--- src/rtl/pil_pkg.sv ---
package pil_pkg;
  typedef enum logic [1:0] {
    SZ_BYTE  = 2'd0,
    SZ_HALF  = 2'd1,
    SZ_WORD  = 2'd2,
    SZ_DWORD = 2'd3
  } acc_size_e;

  typedef enum logic [2:0] {
    ST_IDLE = 3'd0,
    ST_REQ  = 3'd1,
    ST_WAIT = 3'd2,
    ST_WB   = 3'd3,
    ST_ILL  = 3'd4
  } unit_state_e;

  localparam int NUM_SIZES = 4;
endpackage

--- src/rtl/pil_decode.sv ---
module pil_decode
  import pil_pkg::*;
#(
  parameter int XLEN   = 64,
  parameter int IDX_W  = 5,
  parameter int DISP_W = 16,
  localparam int NB_W  = $clog2(XLEN / 8) + 1
) (
  input  logic [1:0]       size,
  input  logic             sgn,
  input  logic             use_imm,
  input  logic [IDX_W-1:0] rt_sel,
  input  logic [IDX_W-1:0] ra_sel,
  input  logic [XLEN-1:0]  rb_val,
  input  logic [DISP_W-1:0] disp,
  output logic             bad,
  output logic [NB_W-1:0]  nbytes,
  output logic [XLEN-1:0]  offset
);
  logic bad_regs;
  logic bad_form;

  always_comb begin
    bad_regs = (ra_sel == '0) || (ra_sel == rt_sel);
    bad_form = (sgn && ((size == SZ_BYTE) || (size == SZ_DWORD)))
             || (use_imm && !(sgn && (size == SZ_HALF)));
    bad      = bad_regs || bad_form;
    nbytes   = NB_W'(1) << size;
    if (use_imm)
      offset = {{(XLEN - DISP_W){disp[DISP_W-1]}}, disp};
    else
      offset = rb_val;
  end
endmodule

--- src/rtl/pil_extend.sv ---
module pil_extend
  import pil_pkg::*;
#(
  parameter int XLEN = 64
) (
  input  logic [1:0]      size,
  input  logic            sgn,
  input  logic [XLEN-1:0] raw,
  output logic [XLEN-1:0] ext
);
  logic [XLEN-1:0] cand [NUM_SIZES];

  for (genvar k = 0; k < NUM_SIZES; k++) begin : g_size
    localparam int W = 8 << k;
    if (W >= XLEN) begin : g_full
      assign cand[k] = raw;
    end else begin : g_part
      assign cand[k] = {{(XLEN - W){sgn & raw[W-1]}}, raw[W-1:0]};
    end
  end

  assign ext = cand[size];
endmodule

--- src/rtl/postinc_load_unit.sv ---
module postinc_load_unit
  import pil_pkg::*;
#(
  parameter int XLEN   = 64,
  parameter int IDX_W  = 5,
  parameter int DISP_W = 16,
  localparam int NB_W  = $clog2(XLEN / 8) + 1
) (
  input  logic              clk,
  input  logic              rst,
  input  logic              op_valid,
  output logic              op_ready,
  input  logic [1:0]        op_size,
  input  logic              op_signed,
  input  logic              op_use_imm,
  input  logic [IDX_W-1:0]  op_rt_sel,
  input  logic [IDX_W-1:0]  op_ra_sel,
  input  logic [XLEN-1:0]   op_ra_val,
  input  logic [XLEN-1:0]   op_rb_val,
  input  logic [DISP_W-1:0] op_disp,
  output logic              mem_req_valid,
  input  logic              mem_req_ready,
  output logic [XLEN-1:0]   mem_req_addr,
  output logic [NB_W-1:0]   mem_req_bytes,
  input  logic              mem_rsp_valid,
  input  logic [XLEN-1:0]   mem_rsp_data,
  output logic              rt_we,
  output logic [IDX_W-1:0]  rt_idx,
  output logic [XLEN-1:0]   rt_data,
  output logic              ra_we,
  output logic [IDX_W-1:0]  ra_idx,
  output logic [XLEN-1:0]   ra_data,
  output logic              illegal
);
  unit_state_e     state_q;
  logic [1:0]      size_q;
  logic            sgn_q;
  logic [XLEN-1:0] sum_q;
  logic            dec_bad;
  logic [NB_W-1:0] dec_nbytes;
  logic [XLEN-1:0] dec_offset;
  logic [XLEN-1:0] ext_data;

  pil_decode #(.XLEN(XLEN), .IDX_W(IDX_W), .DISP_W(DISP_W)) u_dec (
    .size    (op_size),
    .sgn     (op_signed),
    .use_imm (op_use_imm),
    .rt_sel  (op_rt_sel),
    .ra_sel  (op_ra_sel),
    .rb_val  (op_rb_val),
    .disp    (op_disp),
    .bad     (dec_bad),
    .nbytes  (dec_nbytes),
    .offset  (dec_offset)
  );

  pil_extend #(.XLEN(XLEN)) u_ext (
    .size (size_q),
    .sgn  (sgn_q),
    .raw  (mem_rsp_data),
    .ext  (ext_data)
  );

  assign op_ready = (state_q == ST_IDLE);

  always_ff @(posedge clk) begin
    if (rst) begin
      state_q       <= ST_IDLE;
      size_q        <= SZ_BYTE;
      sgn_q         <= 1'b0;
      sum_q         <= '0;
      mem_req_valid <= 1'b0;
      mem_req_addr  <= '0;
      mem_req_bytes <= '0;
      rt_we         <= 1'b0;
      rt_idx        <= '0;
      rt_data       <= '0;
      ra_we         <= 1'b0;
      ra_idx        <= '0;
      ra_data       <= '0;
      illegal       <= 1'b0;
    end else begin
      case (state_q)
        ST_IDLE: begin
          if (op_valid) begin
            if (dec_bad) begin
              illegal <= 1'b1;
              state_q <= ST_ILL;
            end else begin
              size_q        <= op_size;
              sgn_q         <= op_signed;
              sum_q         <= op_ra_val + dec_offset;
              rt_idx        <= op_rt_sel;
              ra_idx        <= op_ra_sel;
              mem_req_addr  <= op_ra_val;
              mem_req_bytes <= dec_nbytes;
              mem_req_valid <= 1'b1;
              state_q       <= ST_REQ;
            end
          end
        end
        ST_REQ: begin
          if (mem_req_ready) begin
            mem_req_valid <= 1'b0;
            state_q       <= ST_WAIT;
          end
        end
        ST_WAIT: begin
          if (mem_rsp_valid) begin
            rt_data <= ext_data;
            ra_data <= sum_q;
            rt_we   <= 1'b1;
            ra_we   <= 1'b1;
            state_q <= ST_WB;
          end
        end
        ST_WB: begin
          rt_we   <= 1'b0;
          ra_we   <= 1'b0;
          state_q <= ST_IDLE;
        end
        ST_ILL: begin
          illegal <= 1'b0;
          state_q <= ST_IDLE;
        end
        default: state_q <= ST_IDLE;
      endcase
    end
  end

  assert_addr_hold_R2: assert property (@(posedge clk) disable iff (rst)
    mem_req_valid && !mem_req_ready |=>
      mem_req_valid && $stable(mem_req_addr) && $stable(mem_req_bytes));

  assert_zero_fill_R3: assert property (@(posedge clk) disable iff (rst)
    rt_we && !sgn_q && (size_q == SZ_BYTE) |-> rt_data[XLEN-1:8] == '0);

  assert_wb_pair_R8: assert property (@(posedge clk) disable iff (rst)
    rt_we |-> ra_we && (rt_idx != ra_idx) && (ra_idx != '0));

  assert_wb_single_R8: assert property (@(posedge clk) disable iff (rst)
    rt_we |=> !rt_we && op_ready);

  assert_req_busy_R8: assert property (@(posedge clk) disable iff (rst)
    mem_req_valid |-> !rt_we && !op_ready);

  assert_ill_quiet_R9: assert property (@(posedge clk) disable iff (rst)
    illegal |-> !mem_req_valid && !rt_we && !ra_we);

  assert_ill_pulse_R9: assert property (@(posedge clk) disable iff (rst)
    illegal |=> !illegal && op_ready);
endmodule

--- config.mk ---
export PLATFORM = sky130hd
export DESIGN_NAME = postinc_load_unit
export DESIGN_NICKNAME = d
export VERILOG_FILES = /design/src/rtl/pil_pkg.sv /design/src/rtl/pil_decode.sv /design/src/rtl/pil_extend.sv /design/src/rtl/postinc_load_unit.sv
export SDC_FILE = /design/constraint.sdc
export NUM_CORES = 1
export LEC_CHECK = 0
export ABC_AREA = 1
export BUFFER_PORTS_ARGS = -buffer_cell sky130_fd_sc_hd__buf_2
export CAP_MARGIN = 20
export CORE_MARGIN = 1.5
export CORE_UTILIZATION = 58
export DETAILED_ROUTE_END_ITERATION = 10
export PLACE_DENSITY = 0.87
export SLEW_MARGIN = 20
export SYNTH_ARGS = -nofsm -noshare
export SYNTH_HDL_FRONTEND = slang
export SYNTH_SLANG_ARGS = --single-unit
--- constraint.sdc ---
create_clock -name clk -period 6.2 [get_ports clk]
set_input_delay 0.93 -clock clk [delete_from_list [all_inputs] [get_ports clk]]
set_output_delay 0.93 -clock clk [all_outputs]
set_load 0.05 [all_outputs]
==> results.cfg <==
[run_status]
outcome = complete, no violations

[timing]
hold_viol_final = 0
finalMaxSlewViolations = 0
setup_viol = 0
period_needed_ns = 3.837
finClkSkew_ns = 0.01103
max_freq_mhz = 260.6
fin_tns_setup_ns = 0
slew_headroom_pct = 24.86
finalCritPeriodShare_pct = 61.89
tightest_slew_ns = 1.127
rsz0062_at_grt = no

[global_routing]
overflow = 0
grt_pass1_vias = 17926
grtUsageTotal_pct = 40.10
grt_pass1_wl_um = 96280
grt_max_degree = 140
antenna_found_initial = 3

[logic_synthesis]
synth_cell_types = 32
synthCells = 2759
ys_warn_count = 0
seq_area_frac_synth_pct = 33.44
syn_avg_cell_area_um2 = 6.054
synth_top_area_cell = dfxtp_1
synth_nets = 3054
synth.area.top_cells = dfxtp_1 (33%), nand2_1 (23%), inv_1 (10%)
ys_ff_latch = 279
yosysTopAreaCellShare_pct = 33.44
synthesis.area_um2 = 16700

[drt]
first_pass_iters = 6
viasPerCell = 5.424
drcViolationCount = 0
drtAntennaViolNets = 0
avgRoutedWirePerCell_um = 17.57
routed_wl_um = 62000
vias = 19142
drtIter0Drc = 1977

[floorplan]
start_util_pct = 59.47
die_area_um2 = 29830
die_width_um = 172.7
die_h_um = 172.7
row_count = 61
core_area_um2 = 28090
io_pins = 438

[critical_path]
crit_path_start_kind = input port
cp_slowest_stage_delay_ns = 0.55
crit_type = input port to register
rrSetupSlack_ns = 3.01
path_max_fanout = 42
required_ns = 6.66
rr_startpoint = state_q[0]
r2r.worst_path.cells = 8
end_kind = register
cp_common_cell = nand2_1
slowest_stage = nor3_1
arrival_ns = 4.29
worstPathCellList = buf_2 -> buf_4 -> o21ai_0 -> ha_1 -> nand2_1 -> nor2_1 -> inv_1 -> nor3_1 -> nand2_1 -> nor3_1 -> nand2_1 -> nand3_1 -> nand3_1 -> nand2_1 -> inv_1
r2r-end = rt_data[9]

[cells_and_area]
fin_area_um2 = 19960
multi_input_area_um2 = 8855
drive_gt1_share_pct = 16.58
syn_to_final_growth_pct = 19.49
num-fill-cells = 2448
final_net_count = 3419
seq_area_um2 = 5587

[min_path]
hold_path_end = ra_data[50]
hold-path-cell-count = 2
min_from = sum_q[50]
hold_path_class = register to register

[place]
dp_hpwl_um = 46970
routabilityCongestion = 1.020
post_dp_cell_area_um2 = 18920
io_buffers = 437

[clock_network]
cts_tree = yes
cts-buffers-inserted = 30
cts-root-buf = clkbuf_16
path_clk_slew_ns = 0.06
cts_setup_buffers = 0
cts_resized = 0
clkLatencyLatePin_ns = 0.57
holdBufCountCts = 0
htree_levels = 1
clock-sinks = 279
clk_path_buf_depth = 3

[power_and_ir_drop]
vdd_drop_max_uv = 266.4
p_per_area_nw_per_um2 = 301.2
p_leak_nw = 11.04

[job]
cap_violations = 0
-- worst max-delay path by stage --
stage,from,endpoint,slack (ns)
global placement,op_use_imm,sum_q[60],1.99
finish,op_use_imm,sum_q[60],2.36
CTS,op_use_imm,sum_q[60],2.48
detailed placement,op_use_imm,sum_q[60],1.93
global route,op_use_imm,sum_q[60],2.07
floorplan,op_use_imm,sum_q[60],2.59
-- cell usage in the layout (no fill, tap or decap), types with 16 or more instances in the layout --
master     count
a21oi_1      314
clkbuf_16     31
nand3_1       90
xor2_1        16
buf_2        436
inv_1        460
ha_1          67
nor3_1        18
xnor2_1       18
dfxtp_1      278
nor2_1       136
o21ai_0      160
nand2_1     1042
-- area by class of cell --
type | count | area share, %
antenna | 3 | 0.03761
multi-input combinational | 1903 | 44.36
sequential | 279 | 27.99
clock inverter | 12 | 0.6331
clock buffer | 44 | 4.432
timing repair buffer | 446 | 11.41
inverter | 464 | 8.764
tap | 378 | 2.370
-- cells by family (layout without fill, tap and decap cells) --
logic type | Yosys count | after routing | synth area share [%]
AOI/OAI and AO/OA | 478 | 478 | 14.39
other | 0 | 3 | 0
buffers and inverters | 577 | 966 | 13.69
muxes | 15 | 15 | 1.011
adders and majority gates | 68 | 68 | 5.139
xor gates and xnor gates | 34 | 34 | 1.783
DFF | 279 | 279 | 33.44
and+or+nand+nor | 1308 | 1308 | 30.55
-- cells in the mapped netlist --
| cell | n |
|---|---|
| inv_6 | 1 |
| nand2_2 | 1 |
| ha_1 | 67 |
| nor4_1 | 3 |
| and3_1 | 1 |
| nand4_1 | 11 |
| inv_1 | 461 |
| clkbuf_1 | 70 |
| clkinv_1 | 1 |
| buf_2 | 24 |
| nand2_1 | 1042 |
| dfxtp_1 | 279 |
| buf_4 | 13 |
| a311oi_1 | 1 |
| a21oi_1 | 314 |
| nor3_1 | 18 |
| nand3_1 | 91 |
| xor2_1 | 16 |
| fa_1 | 1 |
| or2_2 | 2 |
| buf_1 | 1 |
| and2_1 | 1 |
| inv_2 | 1 |
| nor2_2 | 1 |
| o21ai_0 | 160 |
| nor2_1 | 136 |
| dlygate4sd3_1 | 1 |
| mux2_2 | 15 |
| buf_6 | 4 |
| o21bai_1 | 3 |
| xnor2_1 | 18 |
| nand2_4 | 1 |
-- report_power, final --
part           total (mW)  switching [mW]  leakage (nW)  internal (mW)
Sequential           2.10           0.104          2.27           1.99
Clock                1.84           0.772         0.495           1.07
Combinational        2.07            1.54          8.28          0.533
-- metrics by stage --
stage	total power, mW	utilization (%)	setup WS, ns	instances	hold slack [ns]
5_1_grt	6.266	71.06	2.073	3529	0.4781
3_5_place_dp	4.143	67.35	1.932	3469	0.4480
2_1_floorplan	3.566	-	2.593	2759	0.4297
4_1_cts	5.969	70.95	2.481	3525	0.4573
6_report	6.012	71.06	2.363	3529	0.4564
3_3_place_gp	4.109	67.33	1.991	3469	0.4386
-- critical path: cells and delay by family --
family	cells	cell delay (ns)
fa+ha+maj	1	0.44
simple gates	9	1.59
compound gates	1	0.23
buf+inv	4	1.05
-- state kept, by name, summed over array words and instances, names as in the netlist --
name	count
mem_req_addr	64
ra_data	64
rt_data	64
sum_q	64
ra_idx	5
rt_idx	5
mem_req_bytes	4
state_q	3
size_q	2
illegal	1
mem_req_valid	1
ra_we	1
sgn_q	1
-- metal layers --
metal | routed length (um) | up-vias | share of wire, % | GRT usage (%)
met4 | 3292 | 0 | 5.3 | 19.31
met1 | 25150 | 8681 | 41 | 50.80
li1 | - | 9227 | - | -
met5 | 0 | - | 0 | 0
met2 | 28010 | 1049 | 45 | 66.90
met3 | 5552 | 185 | 9.0 | 6.091
Power figures use the tool's default switching activity.
